===== src/rtl/mtw_pkg.sv =====
package mtw_pkg;
  localparam int NUM_CH  = 6;
  localparam int WDOG_CH = 5;
  localparam int ADDR_W  = 8;

  localparam logic [ADDR_W-1:0] OFS_COUNT  = 8'h00;
  localparam int                OFS_MATCH0 = 8;
  localparam int                MATCH_STEP = 4;
  localparam logic [ADDR_W-1:0] OFS_STATUS = 8'h20;
  localparam logic [ADDR_W-1:0] OFS_IEN    = 8'h24;
  localparam logic [ADDR_W-1:0] OFS_WDOG   = 8'h28;
  localparam logic [ADDR_W-1:0] OFS_LATCH  = 8'h30;
  localparam logic [ADDR_W-1:0] OFS_SNAP   = 8'h34;

  // strobes from control to datapath
  typedef struct packed {
    logic              latchStb;
    logic [NUM_CH-1:0] matchWr;
  } dpStrobes_t;

  function automatic logic [ADDR_W-1:0] matchOfs(input int n);
    return ADDR_W'(OFS_MATCH0 + MATCH_STEP * n);
  endfunction
endpackage


===== src/rtl/mtw_match_chan.sv =====
module mtw_match_chan #(
  parameter int CNT_W = 32
) (
  input  logic             clk,
  input  logic             rst,
  input  logic             wrEn,
  input  logic [CNT_W-1:0] wrData,
  input  logic             tickEn,
  input  logic [CNT_W-1:0] cntNext,
  output logic [CNT_W-1:0] matchVal,
  output logic             hit
);
  always_ff @(posedge clk) begin
    if (rst)       matchVal <= '0;
    else if (wrEn) matchVal <= wrData;
  end

  // equality on the value the counter steps onto; wraps modulo 2^CNT_W
  assign hit = tickEn && (cntNext == matchVal);

  p_target_hold_r3: assert property (@(posedge clk) disable iff (rst)
    !wrEn |=> $stable(matchVal));
endmodule


===== src/rtl/mtw_datapath.sv =====
module mtw_datapath
  import mtw_pkg::*;
#(
  parameter int CNT_W = 32
) (
  input  logic              clk,
  input  logic              rst,
  input  logic              tickEn,
  input  dpStrobes_t        strb,
  input  logic [ADDR_W-1:0] busAddr,
  input  logic [CNT_W-1:0]  busWrData,
  output logic [NUM_CH-1:0] matchHit,
  output logic [CNT_W-1:0]  dpRdData
);
  logic [CNT_W-1:0] cntReg;
  logic [CNT_W-1:0] cntNext;
  logic [CNT_W-1:0] snapReg;
  logic [CNT_W-1:0] matchVal [NUM_CH];
  logic [NUM_CH-1:0] matchRdSel;

  assign cntNext = cntReg + CNT_W'(1);

  always_ff @(posedge clk) begin
    if (rst)         cntReg <= '0;
    else if (tickEn) cntReg <= cntNext;
  end

  always_ff @(posedge clk) begin
    if (rst)                snapReg <= '0;
    else if (strb.latchStb) snapReg <= cntReg;
  end

  for (genvar n = 0; n < NUM_CH; n++) begin : g_chan
    mtw_match_chan #(.CNT_W(CNT_W)) u_chan (
      .clk      (clk),
      .rst      (rst),
      .wrEn     (strb.matchWr[n]),
      .wrData   (busWrData),
      .tickEn   (tickEn),
      .cntNext  (cntNext),
      .matchVal (matchVal[n]),
      .hit      (matchHit[n])
    );
    assign matchRdSel[n] = (busAddr == matchOfs(n));
  end

  always_comb begin
    dpRdData = '0;
    if (busAddr == OFS_COUNT) dpRdData = cntReg;
    if (busAddr == OFS_SNAP)  dpRdData = snapReg;
    for (int n = 0; n < NUM_CH; n++) begin
      if (matchRdSel[n]) dpRdData = matchVal[n];
    end
  end

  p_cnt_step_r2: assert property (@(posedge clk) disable iff (rst)
    tickEn |=> cntReg == $past(cntReg) + CNT_W'(1));
  p_cnt_hold_r2: assert property (@(posedge clk) disable iff (rst)
    !tickEn |=> $stable(cntReg));
  p_snap_take_r9: assert property (@(posedge clk) disable iff (rst)
    strb.latchStb |=> snapReg == $past(cntReg));
  p_snap_hold_r9: assert property (@(posedge clk) disable iff (rst)
    !strb.latchStb |=> $stable(snapReg));
endmodule


===== src/rtl/mtw_ctrl.sv =====
module mtw_ctrl
  import mtw_pkg::*;
#(
  parameter int CNT_W = 32
) (
  input  logic              clk,
  input  logic              rst,
  input  logic              busWe,
  input  logic [ADDR_W-1:0] busAddr,
  input  logic [NUM_CH-1:0] wrBits,
  input  logic [NUM_CH-1:0] matchHit,
  output dpStrobes_t        strb,
  output logic [NUM_CH-1:0] irq,
  output logic              rstReq,
  output logic [CNT_W-1:0]  ctrlRdData
);
  logic [NUM_CH-1:0] statusReg;
  logic [NUM_CH-1:0] ienReg;
  logic              wdogArm;
  logic              statusWr;
  logic [NUM_CH-1:0] statusClr;
  logic              wdogFire;

  for (genvar n = 0; n < NUM_CH; n++) begin : g_wdec
    assign strb.matchWr[n] = busWe && (busAddr == matchOfs(n));
  end
  assign strb.latchStb = busWe && (busAddr == OFS_LATCH) && wrBits[0];

  assign statusWr  = busWe && (busAddr == OFS_STATUS);
  assign statusClr = statusWr ? wrBits : '0;

  always_ff @(posedge clk) begin
    if (rst) statusReg <= '0;
    else     statusReg <= (statusReg & ~statusClr) | matchHit;  // set wins
  end

  always_ff @(posedge clk) begin
    if (rst) begin
      ienReg  <= '0;
      wdogArm <= 1'b0;
    end else if (busWe) begin
      if (busAddr == OFS_IEN)  ienReg  <= wrBits;
      if (busAddr == OFS_WDOG) wdogArm <= wrBits[0];
    end
  end

  assign wdogFire = matchHit[WDOG_CH] && wdogArm && ienReg[WDOG_CH];

  always_ff @(posedge clk) begin
    if (rst)           rstReq <= 1'b0;
    else if (wdogFire) rstReq <= 1'b1;
  end

  assign irq = statusReg & ienReg;

  always_comb begin
    ctrlRdData = '0;
    if (busAddr == OFS_STATUS) ctrlRdData = CNT_W'(statusReg);
    if (busAddr == OFS_IEN)    ctrlRdData = CNT_W'(ienReg);
    if (busAddr == OFS_WDOG)   ctrlRdData = CNT_W'(wdogArm);
  end

  p_req_held_r7: assert property (@(posedge clk) disable iff (rst)
    rstReq |=> rstReq);
  p_req_cause_r7: assert property (@(posedge clk) disable iff (rst)
    !rstReq && matchHit[WDOG_CH] && wdogArm && ienReg[WDOG_CH] |=> rstReq);
  p_req_gated_r8: assert property (@(posedge clk) disable iff (rst)
    (!wdogArm || !ienReg[WDOG_CH]) && !rstReq |=> !rstReq);
  p_status_sticky_r4: assert property (@(posedge clk) disable iff (rst)
    !statusWr |=> (statusReg & $past(statusReg)) == $past(statusReg));
  p_set_wins_r11: assert property (@(posedge clk) disable iff (rst)
    matchHit != '0 |=> (statusReg & $past(matchHit)) == $past(matchHit));
endmodule


===== src/rtl/match_timer_wdog.sv =====
module match_timer_wdog
  import mtw_pkg::*;
#(
  parameter int CNT_W = 32
) (
  input  logic              clk,
  input  logic              rst,
  input  logic              tickEn,
  input  logic [ADDR_W-1:0] busAddr,
  input  logic              busWe,
  input  logic [CNT_W-1:0]  busWrData,
  output logic [CNT_W-1:0]  busRdData,
  output logic [NUM_CH-1:0] irq,
  output logic              rstReq
);
  dpStrobes_t        strb;
  logic [NUM_CH-1:0] matchHit;
  logic [CNT_W-1:0]  dpRdData;
  logic [CNT_W-1:0]  ctrlRdData;

  mtw_ctrl #(.CNT_W(CNT_W)) u_ctrl (
    .clk        (clk),
    .rst        (rst),
    .busWe      (busWe),
    .busAddr    (busAddr),
    .wrBits     (busWrData[NUM_CH-1:0]),
    .matchHit   (matchHit),
    .strb       (strb),
    .irq        (irq),
    .rstReq     (rstReq),
    .ctrlRdData (ctrlRdData)
  );

  mtw_datapath #(.CNT_W(CNT_W)) u_dp (
    .clk       (clk),
    .rst       (rst),
    .tickEn    (tickEn),
    .strb      (strb),
    .busAddr   (busAddr),
    .busWrData (busWrData),
    .matchHit  (matchHit),
    .dpRdData  (dpRdData)
  );

  // the two halves decode disjoint offsets, each returns zero elsewhere
  assign busRdData = dpRdData | ctrlRdData;
endmodule


===== config.mk =====
export PLATFORM = sky130hd
export DESIGN_NAME = match_timer_wdog
export DESIGN_NICKNAME = d
export VERILOG_FILES = /design/src/rtl/mtw_pkg.sv /design/src/rtl/mtw_match_chan.sv /design/src/rtl/mtw_datapath.sv /design/src/rtl/mtw_ctrl.sv /design/src/rtl/match_timer_wdog.sv
export SDC_FILE = /design/constraint.sdc
export NUM_CORES = 1
export LEC_CHECK = 0
export ABC_CLOCK_PERIOD_IN_PS = 5850
export BUFFER_PORTS_ARGS = -buffer_cell sky130_fd_sc_hd__buf_2
export CELL_PAD_IN_SITES_DETAIL_PLACEMENT = 0
export CELL_PAD_IN_SITES_GLOBAL_PLACEMENT = 1
export CORE_ASPECT_RATIO = 1.1
export CORE_MARGIN = 2
export CORE_UTILIZATION = 45
export CTS_CLUSTER_SIZE = 30
export DETAILED_ROUTE_END_ITERATION = 10
export PLACE_DENSITY = 0.86
export SYNTH_ARGS = -nofsm -noshare
export SYNTH_HDL_FRONTEND = slang
export SYNTH_HIERARCHICAL = 1
export SYNTH_SLANG_ARGS = --single-unit

===== constraint.sdc =====
create_clock -name clk -period 5.85 [get_ports clk]
set_input_delay 1.17 -clock clk [delete_from_list [all_inputs] [get_ports clk]]
set_output_delay 1.17 -clock clk [all_outputs]
set_load 0.05 [all_outputs]

==> metrics.md, run 1 <==
| Metric | Value |
|---|---|
| Initial antenna violation count | `2` |
| Outcome | `finished, final reports clean` |
| CP Class | `in -> out` |
| Port-buffer cells | `82` |
| Synthesized cell area | `0.0155 mm2` |
| Max clock buf depth | `3` |
| Area Overhead vs Synth | `10.6%` |
| Core Area | `0.0341 mm2` |
| Share of the synthesized area in the top cell type | `34.8%` |
| Post-synthesis cell type count | `66` |
| Static Leak | `7.09 nW` |
| Ys flop type | `dfxtp_1` |
| Die Footprint | `0.0360 mm2` |
| Sequential share of the synthesized area | `34.8%` |
| Max Transition Viols Final | `0` |
| Max-slew headroom at the worst pin | `18.8%` |
| Leading area contributor after synthesis | `dfxtp_1` |
| 1st-iter DRT viols | `1475` |
| Worst-path clk slew | `0.06 ns` |
| Total Nets Final | `1800` |
| DIE WIDTH | `181 um` |
| Number of remaining DRC errors | `0` |
| Post-CTS Setup Repair Bufs | `0` |
| Vias | `13351` |
| CTS tree | `done` |
| RSZ-0062 raised after global routing | `no` |
| Register bit count reported by yosys | `270` |
| Layout cells sized above 1 | `12.6%` |
| Maxcap violations | `0` |
| First-pass GRT wire length | `80200 um` |
| Setup_tns | `0 ns` |
| DP Wirelength | `38000 um` |
| Final Util | `50.3%` |
| Mean Syn Cell Area | `8.99 um2` |
| Worst-skew pair later-pin latency | `0.57 ns` |
| Final Critical Period | `4.97 ns` |
| Worst Skew | `0.0136 ns` |
| Worst-Margin Slew | `1.22 ns` |
| EDFF count, synth | `0` |
| Final setup viols | `0` |
| Overflow left after global routing | `0` |
| Fmax | `201 MHz` |
| Wire per inst | `24.3 um` |
| Dominant cells by area after synthesis | `dfxtp_1 35%, mux2i_1 15%, xor2_1 12%, nor2_1 7.3%, mux4_2 2.3%` |
| Hold-fix buffer count after cts | `0` |
| Element type at the critical path start | `input pin` |
| All-layer global routing usage | `29.1%` |
| Gates resized, CTS repair | `0` |
| H-tree levels | `1` |
| Crit-path max FO | `12` |
| Worst VDD drop | `0.260 mV` |
| Starting density of the core | `45.5%` |
| Clock Root Buffer | `clkbuf_16` |
| Final ANT Viol Nets | `0` |
| Die Y | `199 um` |
| CTS Buf Count | `28` |
| Synth Warn # | `6` |
| Crit path DAT | `3.80 ns` |
| Clock sink count | `270` |
| Via density | `6.02` |
| Final RePlAce weighted congestion | `0.971` |
| Final worst path period share | `85.0%` |
| HP Class | `reg -> reg` |
| Final hold vios | `0` |
| Critical path endpoint category | `primary output` |
| Pin count of the biggest net entering global routing | `160` |
| I/O pin cnt | `83` |
| Vias in the first global route | `12666` |
| Ys async rst share | `0%` |
| FP Rows | `71` |
| Cell count after synthesis | `1727` |
| WL final | `53800 um` |
| Critical Path RT | `4.68 ns` |
| Drt first pass iters | `6` |
| Pwr dens | `238 mW/mm2` |
==> report_power, final <==
part	internal [mW]	switching, mW
combinational	0.0773	0.225
clock	1.13	0.798
sequential	1.84	0.00848
==> through the flow <==
step	hold WS (ns)	worst slack [ns]	area [um2]	instances	total power [mW]
detailed placement	0.474	0.921	16200	2163	2.19
CTS	0.482	0.910	17200	2214	4.09
global route	0.503	0.799	17200	2214	4.18
finish	0.477	0.879	17200	2216	4.08
global placement	0.453	0.983	16200	2163	2.19
floorplan	0.445	1.69	15600	1752	2.08
==> logic make-up (layout without fill, tap and decap cells) <==
family / count (synthesis) / after routing / share of synthesized area [%]
AO/OA/AOI/OAI: 190 / 190 / 8.62
XOR/XNOR: 244 / 244 / 13.8
adder cells (fa/ha/maj): 1 / 1 / 0.0805
buffers and inverters: 164 / 188 / 5.49
flip-flops: 270 / 270 / 34.8
multiplexers: 270 / 270 / 18.8
other: 1 / 28 / 0.0241
AND/OR/NAND/NOR: 587 / 587 / 18.4
==> per-layer routing <==
| layer | vias up | wire length, um | track usage (%) | share of wire, % |
|---|---|---|---|---|
| li1 | 6039 | - | - | - |
| met1 | 6537 | 22800 | 38.9 | 42 |
| met2 | 647 | 23900 | 46.4 | 44 |
| met3 | 128 | 4640 | 4.91 | 8.6 |
| met4 | 0 | 2410 | 12.7 | 4.5 |
| met5 | - | 0 | 0 | 0 |
==> final timing paths <==
check,cells after the start,to,from,slack [ns]
setup reg to reg,12,u_ctrl/rstReq,u_dp/cntReg[6],1.37
hold / removal,2,u_ctrl/rstReq,u_ctrl/rstReq,0.48
hold reg to reg,2,u_ctrl/rstReq,u_ctrl/rstReq,0.48
setup / recovery,9,busRdData[24],busAddr[5],0.88
==> cells in the final DEF, fill, tap and decap left out, drive strengths merged, types with 37 or more instances in the layout <==
cell type,count
buf,117
xnor2,37
clkbuf,41
nor2,304
nor4,53
a21oi,54
dfxtp,270
nand3,43
xor2,207
mux2i,239
==> Yosys cell counts (3+ instances only) <==
master	n
nor2_1	303
dfxtp_1	270
mux2i_1	239
xor2_1	207
a21oi_1	54
nor4_1	52
clkbuf_1	51
buf_4	46
nand3_1	43
xnor2_1	37
or2_1	32
nand2_1	31
buf_2	28
nand4_1	28
a22o_1	24
nor2b_1	21
inv_1	19
nor3_1	18
mux4_2	16
a22oi_1	14
mux2_2	14
a211oi_1	13
a221oi_1	13
o2bb2ai_1	13
and2_1	12
buf_1	12
o21ai_0	11
o22a_1	10
o22ai_1	10
and3_1	7
o31ai_1	7
nor3_2	6
o41ai_1	6
clkbuf_2	5
or3_1	5
a31oi_1	4
and4_1	4
or4_1	4
buf_6	3
nand2b_1	3
==> worst max-delay path: stages <==
cell,delay [ns]
buf_2,0.19
nor4_1,0.61
and2_1,0.68
buf_4,0.28
a22oi_1,0.08
and3_1,0.21
o21ai_1,0.18
or2_1,0.13
buf_2,0.25
==> cell type report <==
cell class	count	area (um2)
clock inverter	11	146
antenna	2	5.00
clock buffer	40	837
fill	3223	16900
inverter	19	71.3
sequential	270	5410
tap	438	548
timing repair buffer	118	742
multi-input combinational	1318	9420
==> flip-flops by register name (all words and copies together) (netlist names) <==
signal,count
u_dp/g_chan.u_chan/matchVal,192
u_dp/cntReg,32
u_dp/snapReg,32
u_ctrl/ienReg,6
u_ctrl/statusReg,6
u_ctrl/rstReq,1
u_ctrl/wdogArm,1
(Power assumes the default switching activity.)
==> inputs of run 2 (changes only) <==
ABC_AREA = 1   (was unset)
ABC_CLOCK_PERIOD_IN_PS = 5150   (was 5850)
CORE_UTILIZATION = 44   (was 45)
PLACE_DENSITY = 0.9   (was 0.86)
clock period = 5.15 ns   (was 5.85 ns; I/O delays follow)
==> metrics.md, run 2 <==
| Metric | Value |
|---|---|
| Ys async rst share | `0% (unchanged)` |
| HP Class | `reg -> reg` |
| Filler cells | `3770 (+17%)` |
| Starting density of the core | `44.4% (-1.2 points)` |
| Pwr dens | `268 mW/mm2 (+13%)` |
| Clock share of power | `43.9% (-3.3 points)` |
| Share of the synthesized area in the top cell type | `33.0% (-1.8 points)` |
| Crit-path max FO | `20 (+8)` |
| Max reg flops | `192 (unchanged)` |
| Fmax | `218 MHz` |
| Mean Syn Cell Area | `6.36 um2 (-29%)` |
| CTS tree | `done` |
| Flop pwr share | `44.1% (-1.3 points)` |
| Vias in the first global route | `15164 (+20%)` |
| Largest stage delay on the critical path | `0.49 ns (-0.19 ns)` |
| Fin Hold WS | `0.448 ns (-0.0291 ns)` |
| 1st-iter DRT viols | `2086 (+41%)` |
| DP Wirelength | `41900 um (+10%)` |
| Worst-skew pair later-pin latency | `0.57 ns (about the same)` |
| Most common cell after layout, fill and taps aside | `nand2_1` |
| Initial antenna violation count | `1 (-1)` |
| Cell Count, Final, Fillers Out | `3136 (+42%)` |
| Wire per inst | `19.0 um (-22%)` |
| Post-CTS Setup Repair Bufs | `0 (unchanged)` |
| RSZ-0062 raised after global routing | `no` |
| CP cell instances | `buf_2 -> nor2_1 -> nand2_1 -> nor2_2 -> nand2_1 -> buf_4 -> inv_2 -> buf_4 -> nand2_1 -> nand4_1 -> inv_1 -> nand2_1 -> buf_2` |
| Sequential share of the synthesized area | `33.0% (-1.8 points)` |
| FP Rows | `74 (+4.2%)` |
| I/O pin cnt | `83 (unchanged)` |
| Max Transition Viols Final | `0 (unchanged)` |
| Setup_tns | `0 ns (unchanged)` |
| Layout cells sized above 1 | `10.0% (-2.6 points)` |
| Final ANT Viol Nets | `0 (unchanged)` |
| Comb pwr share | `12.1% (+4.7 points)` |
| Clock sink count | `270 (unchanged)` |
| CTS Buf Count | `29 (+3.6%)` |
| Hold-fix buffer count after cts | `0 (unchanged)` |
| Pin count of the biggest net entering global routing | `152 (-5.0%)` |
| Final RePlAce weighted congestion | `0.929 (-4.3%)` |
| Largest regs | `u_dp/g_chan.u_chan/matchVal (192), u_dp/cntReg (32), u_dp/snapReg (32)` |
| Leading area contributor after synthesis | `dfxtp_1` |
| Total Nets Final | `2665 (+48%)` |
| Max clock buf depth | `3 (unchanged)` |
| Final Critical Period | `4.58 ns` |
| Area Overhead vs Synth | `9.94%` |
| Register bit count reported by yosys | `270 (unchanged)` |
| Critical path endpoint category | `primary output` |
| Post-synthesis cell type count | `42 (-36%)` |
| Worst-path clk slew | `0.06 ns (about the same)` |
| Die Y | `206 um (+3.8%)` |
| First-pass GRT wire length | `90700 um (+13%)` |
| CP Class | `in -> out` |
| Die Footprint | `0.0388 mm2 (+7.8%)` |
| Overflow left after global routing | `0 (unchanged)` |
| Core Area | `0.0369 mm2 (+8.3%)` |
| Post-synth top cells | `833 x nand2_1, 372 x inv_1, 270 x dfxtp_1` |
| H-tree levels | `1 (unchanged)` |
| Critical Path RT | `4.12 ns (-0.56 ns)` |
| Cells after DPL | `3083 (+43%)` |
| Crit path DAT | `3.55 ns (-0.25 ns)` |
| Final setup viols | `0 (unchanged)` |
| Static Leak | `7.43 nW (+4.7%)` |
| All-layer global routing usage | `30.2% (+1.1 points)` |
| Worst VDD drop | `0.231 mV (-11%)` |
| Synthesized cell area | `0.0164 mm2 (+5.5%)` |
| Max-slew headroom at the worst pin | `18.9% (+0.19 points)` |
| Element type at the critical path start | `input pin` |
| Ys flop type | `dfxtp_1` |
| Via density | `5.40 (-10%)` |
| Outcome | `finished, final reports clean` |
| Gates resized, CTS repair | `0 (unchanged)` |
| Worst-Margin Slew | `1.21 ns (-0.00124 ns)` |
| Pre-CTS WS | `0.690 ns (-0.231 ns)` |
| Most common cell on crit path | `nand2_1` |
| Vias | `16920 (+27%)` |
| Most common cell in the netlist | `nand2_1` |
| Clock Root Buffer | `clkbuf_16` |
| Top reg by flops | `u_dp/g_chan.u_chan/matchVal` |
| Drt first pass iters | `5 (-1)` |
| Commonest cells after routing, fill and taps aside | `833 x nand2_1, 372 x inv_1, 270 x dfxtp_1` |
| WL final | `59500 um (+11%)` |
| Final hold vios | `0 (unchanged)` |
| Internal | `3.49 mW (+14%)` |
| Port-buffer cells | `82 (unchanged)` |
| Slowest cell on crit path | `inv_2` |
| Maxcap violations | `0 (unchanged)` |
| Dominant cells by area after synthesis | `dfxtp_1 33%, nand2_1 19%, inv_1 8.5%, a21oi_1 6.4%, nor2_1 5.9%` |
| DIE WIDTH | `188 um (+3.8%)` |
| Sw Pwr | `1.34 mW (+30%)` |
| Final worst-path setup slack | `0.572 ns (-0.307 ns)` |
| Net Sw Frac | `27.8% (+2.5 points)` |
| Number of remaining DRC errors | `0 (unchanged)` |
| Cell count after synthesis | `2579 (+49%)` |
| Synth Warn # | `6 (unchanged)` |
| Worst Skew | `0.00834 ns (-0.00529 ns)` |
| Final worst path period share | `88.9%` |
| EDFF count, synth | `0 (unchanged)` |
## run 2: cell types whose count changed after synthesis, moves of 37 or more
cell / delta
a21oi_1: +157
mux2i_1: -239
nand3_1: +37
xor2_1: -176
o21ai_0: +67
a211oi_2: +60
nor4_1: -46
nor2_1: -46
nand2_1: +802
inv_1: +353
## run 2: cell type report
class | count | area, um2 | area share (%)
flip-flops and latches | 270 | 5410 | 30.0
diodes | 1 | 2.50 | 0.0139
well taps | 494 | 618 | 3.43
repair buffers | 122 | 744 | 4.13
clock buffers | 49 | 901 | 5.00
multi-input cells | 1811 | 8860 | 49.2
clock inverters | 3 | 42.5 | 0.236
inverters | 386 | 1450 | 8.04
## run 2: metrics by stage
step	power (mW)	area (um2)	util, %
floorplan	2.53	16500	-
global placement	2.73	17100	46.2
detailed placement	2.74	17100	46.2
CTS	4.84	18000	48.8
global route	4.99	18000	48.8
finish	4.83	18000	48.8
## run 2: worst max-delay path: cells and delay by family
family / cells / cell delay, ns
buffers and inverters: 6 / 1.38
and+or+nand+nor: 7 / 1.13
## run 2: logic make-up after synthesis
| family | count (synthesis) | share of synthesized area (%) |
|---|---|---|
| fa+ha+maj | 1 | 0.0763 |
| compound gates | 450 | 17.7 |
| simple gates | 1249 | 31.0 |
| flops | 270 | 33.0 |
| xor+xnor | 85 | 4.54 |
| buf+inv | 523 | 13.7 |
| other cells | 1 | 0.0229 |
## run 2: metal layers
| metal | track usage [%] | wire (um) | up-vias |
|---|---|---|---|
| met3 | 4.04 | 6130 | 127 |
| met5 | 0 | 0 | - |
| met1 | 42.2 | 25200 | 7779 |
| li1 | - | - | 8128 |
| met2 | 45.8 | 25100 | 886 |
| met4 | 15.0 | 3070 | 0 |
## run 2: worst paths after layout
check	startpoint	endpoint	slack (ns)	depth (start not counted)
min	u_ctrl/rstReq	u_ctrl/rstReq	0.45	2
max	busAddr[1]	busRdData[28]	0.57	13
min reg2reg	u_ctrl/rstReq	u_ctrl/rstReq	0.45	2
max reg2reg	u_dp/cntReg[2]	u_ctrl/rstReq	1.53	18
## run 2: power by group through the flow
stage,Clock (mW),Combinational (mW),Sequential [mW]
6_report,2.12,0.582,2.13
5_1_grt,2.23,0.632,2.13
4_1_cts,2.14,0.568,2.13
3_5_place_dp,0,0.566,2.17
3_3_place_gp,0,0.561,2.17
2_1_floorplan,0,0.366,2.17
==> inputs of run 3 (changes only) <==
CELL_PAD_IN_SITES_DETAIL_PLACEMENT = unset   (was 0)
CELL_PAD_IN_SITES_GLOBAL_PLACEMENT = unset   (was 1)
CORE_UTILIZATION = 45   (was 44)
PLACE_DENSITY = 0.72   (was 0.9)
==> metrics.md, run 3 (synthesized netlist as in run 2, its figures left out) <==
| Metric | Value |
|---|---|
| 1st-iter DRT viols | `1980 (-5.1%)` |
| DP Wirelength | `40500 um (-3.2%)` |
| Number of remaining DRC errors | `0 (unchanged)` |
| Gates resized, CTS repair | `0 (unchanged)` |
| Max reg flops | `192 (unchanged)` |
| RSZ-0062 raised after global routing | `no` |
| FF-to-FF End | `u_ctrl/rstReq` |
| Fmax | `228 MHz (+4.3%)` |
| Drt first pass iters | `8 (+3)` |
| Most common cell after layout, fill and taps aside | `nand2_1` |
| Core Area | `0.0360 mm2 (-2.6%)` |
| WHS Endpoint | `u_ctrl/rstReq` |
| Wire per inst | `18.5 um (-2.6%)` |
| I/O pin cnt | `83 (unchanged)` |
| Final worst path period share | `85.2% (-3.7 points)` |
| Met3 Routed Length | `5770 um (-5.9%)` |
| Largest regs | `u_dp/g_chan.u_chan/matchVal (192), u_dp/cntReg (32), u_dp/snapReg (32)` |
| Fin Hold WS | `0.446 ns (-0.00146 ns)` |
| Commonest cells after routing, fill and taps aside | `833 x nand2_1, 372 x inv_1, 270 x dfxtp_1` |
| Final RePlAce weighted congestion | `0.957 (+3.0%)` |
| Max-slew headroom at the worst pin | `18.9% (-0.057 points)` |
| Via density | `5.47 (+1.3%)` |
| Maxcap violations | `0 (unchanged)` |
| Worst Hold Path Cells | `2 (unchanged)` |
| DIE WIDTH | `186 um (-1.1%)` |
| Worst-path clk slew | `0.06 ns (about the same)` |
| Layout cells sized above 1 | `9.83% (-0.20 points)` |
| CP Class | `in -> out` |
| Port-buffer cells | `82 (unchanged)` |
| Static Leak | `7.42 nW (-0.10%)` |
| Worst reg2reg path depth | `15 (-3)` |
| Final ANT Viol Nets | `0 (unchanged)` |
| Area Overhead vs Synth | `9.93% (about the same)` |
| Crit-path max FO | `33 (+65%)` |
| Clock sink count | `270 (unchanged)` |
| Max Transition Viols Final | `0 (unchanged)` |
| Critical path endpoint category | `primary output` |
| First-pass GRT wire length | `89000 um (-1.9%)` |
| Die Footprint | `0.0380 mm2 (-2.2%)` |
| Vias | `17077 (+0.93%)` |
| Overflow left after global routing | `0 (unchanged)` |
| Hold Startpoint | `u_ctrl/rstReq` |
| Worst VDD drop | `0.216 mV (-6.5%)` |
| Total Nets Final | `2660 (-0.19%)` |
| Starting density of the core | `45.5% (+1.2 points)` |
| Post-CTS Setup Repair Bufs | `0 (unchanged)` |
| Top reg by flops | `u_dp/g_chan.u_chan/matchVal` |
| Worst-Margin Slew | `1.21 ns (-0.00192 ns)` |
| Met2 WL | `25200 um (+0.41%)` |
| DR top layer | `met5` |
| Vias in the first global route | `15741 (+3.8%)` |
| Pwr dens | `274 mW/mm2 (+2.2%)` |
| Setup_tns | `0 ns (unchanged)` |
| Metal-1 WL | `23500 um (-6.8%)` |
| Worst-skew pair later-pin latency | `0.58 ns (about the same)` |
| Final setup viols | `0 (unchanged)` |
| Reg2Reg Setup Slack | `1.58 ns (+0.05 ns)` |
| Final hold vios | `0 (unchanged)` |
| Final Critical Period | `4.39 ns (-0.189 ns)` |
| FP Rows | `73 (-1.4%)` |
| Die Y | `204 um (-1.1%)` |
| CTS tree | `done` |
| Worst Skew | `0.0108 ns (+0.00242 ns)` |
| Worst Setup SP | `busAddr[1]` |
| Hold-fix buffer count after cts | `0 (unchanged)` |
| Critical Path RT | `4.12 ns (about the same)` |
| H-tree levels | `1 (unchanged)` |
| Initial antenna violation count | `2 (+1)` |
| Outcome | `finished, final reports clean` |
| WL final | `57700 um (-3.0%)` |
| HP Class | `reg -> reg` |
| Element type at the critical path start | `input pin` |
| Pin count of the biggest net entering global routing | `104 (-32%)` |
| Worst r2r src | `u_dp/cntReg[7]` |
| Crit path DAT | `3.36 ns (-0.19 ns)` |
| All-layer global routing usage | `30.2% (-0.070 points)` |
| Clock Root Buffer | `clkbuf_16` |
| Max clock buf depth | `3 (unchanged)` |
| CTS Buf Count | `30 (+3.4%)` |
[run 3: cell type report]
cell class	instances	area (um2)
Clock buffer	47	896
Timing Repair Buffer	116	699
Clock inverter	5	100
Antenna cell	1	2.50
Inverter	386	1450
Fill cell	3667	18000
Multi-Input combinational cell	1811	8860
Tap cell	487	609
Sequential cell	270	5410
[run 3: metrics by stage]
stage	utilization [%]	setup WS (ns)	cells	instance area [um2]	total power, mW
floorplan	-	1.58	2604	16500	2.53
global placement	47.3	0.834	3070	17000	2.72
detailed placement	47.3	0.855	3070	17000	2.73
CTS	50.1	0.846	3122	18000	4.93
global route	50.1	0.509	3123	18000	5.07
finish	50.1	0.760	3123	18000	4.93
[run 3: worst max path at each step]
stage                          to  slack [ns]  depth (start not counted)
floorplan           busRdData[20]        1.58                         10
CTS                 busRdData[24]        0.85                         18
finish              busRdData[24]        0.76                         18
global route        busRdData[24]        0.51                         18
detailed placement  busRdData[24]        0.86                         18
global placement    busRdData[24]        0.83                         18
[run 3: power by group]
| part | internal, mW | switching [mW] | leakage [nW] |
|---|---|---|---|
| clock | 1.33 | 0.902 | 0.487 |
| sequential | 2.11 | 0.0200 | 2.18 |
| combinational | 0.149 | 0.424 | 4.75 |
| total | 3.59 | 1.35 | 7.42 |
[run 3: metal layers]
layer	GRT usage (%)	vias up
li1	-	8121
met1	40.7	7849
met2	46.9	944
met3	3.74	161
met4	16.0	2
met5	0	-
[run 3: critical path, cell delays in order]
cell and delay, ns:
buf_2 0.12, nor2_1 0.30, nand2_1 0.14, nor2_2 0.12
buf_4 0.40, nand2_1 0.09, nand2_1 0.08, nand2_1 0.05
nand2_1 0.05, nand2_1 0.05, nand2_1 0.05, nand2_1 0.06
nand2_1 0.05, nand2_1 0.05, a21oi_1 0.31, inv_1 0.08
nand2_1 0.08, buf_2 0.25
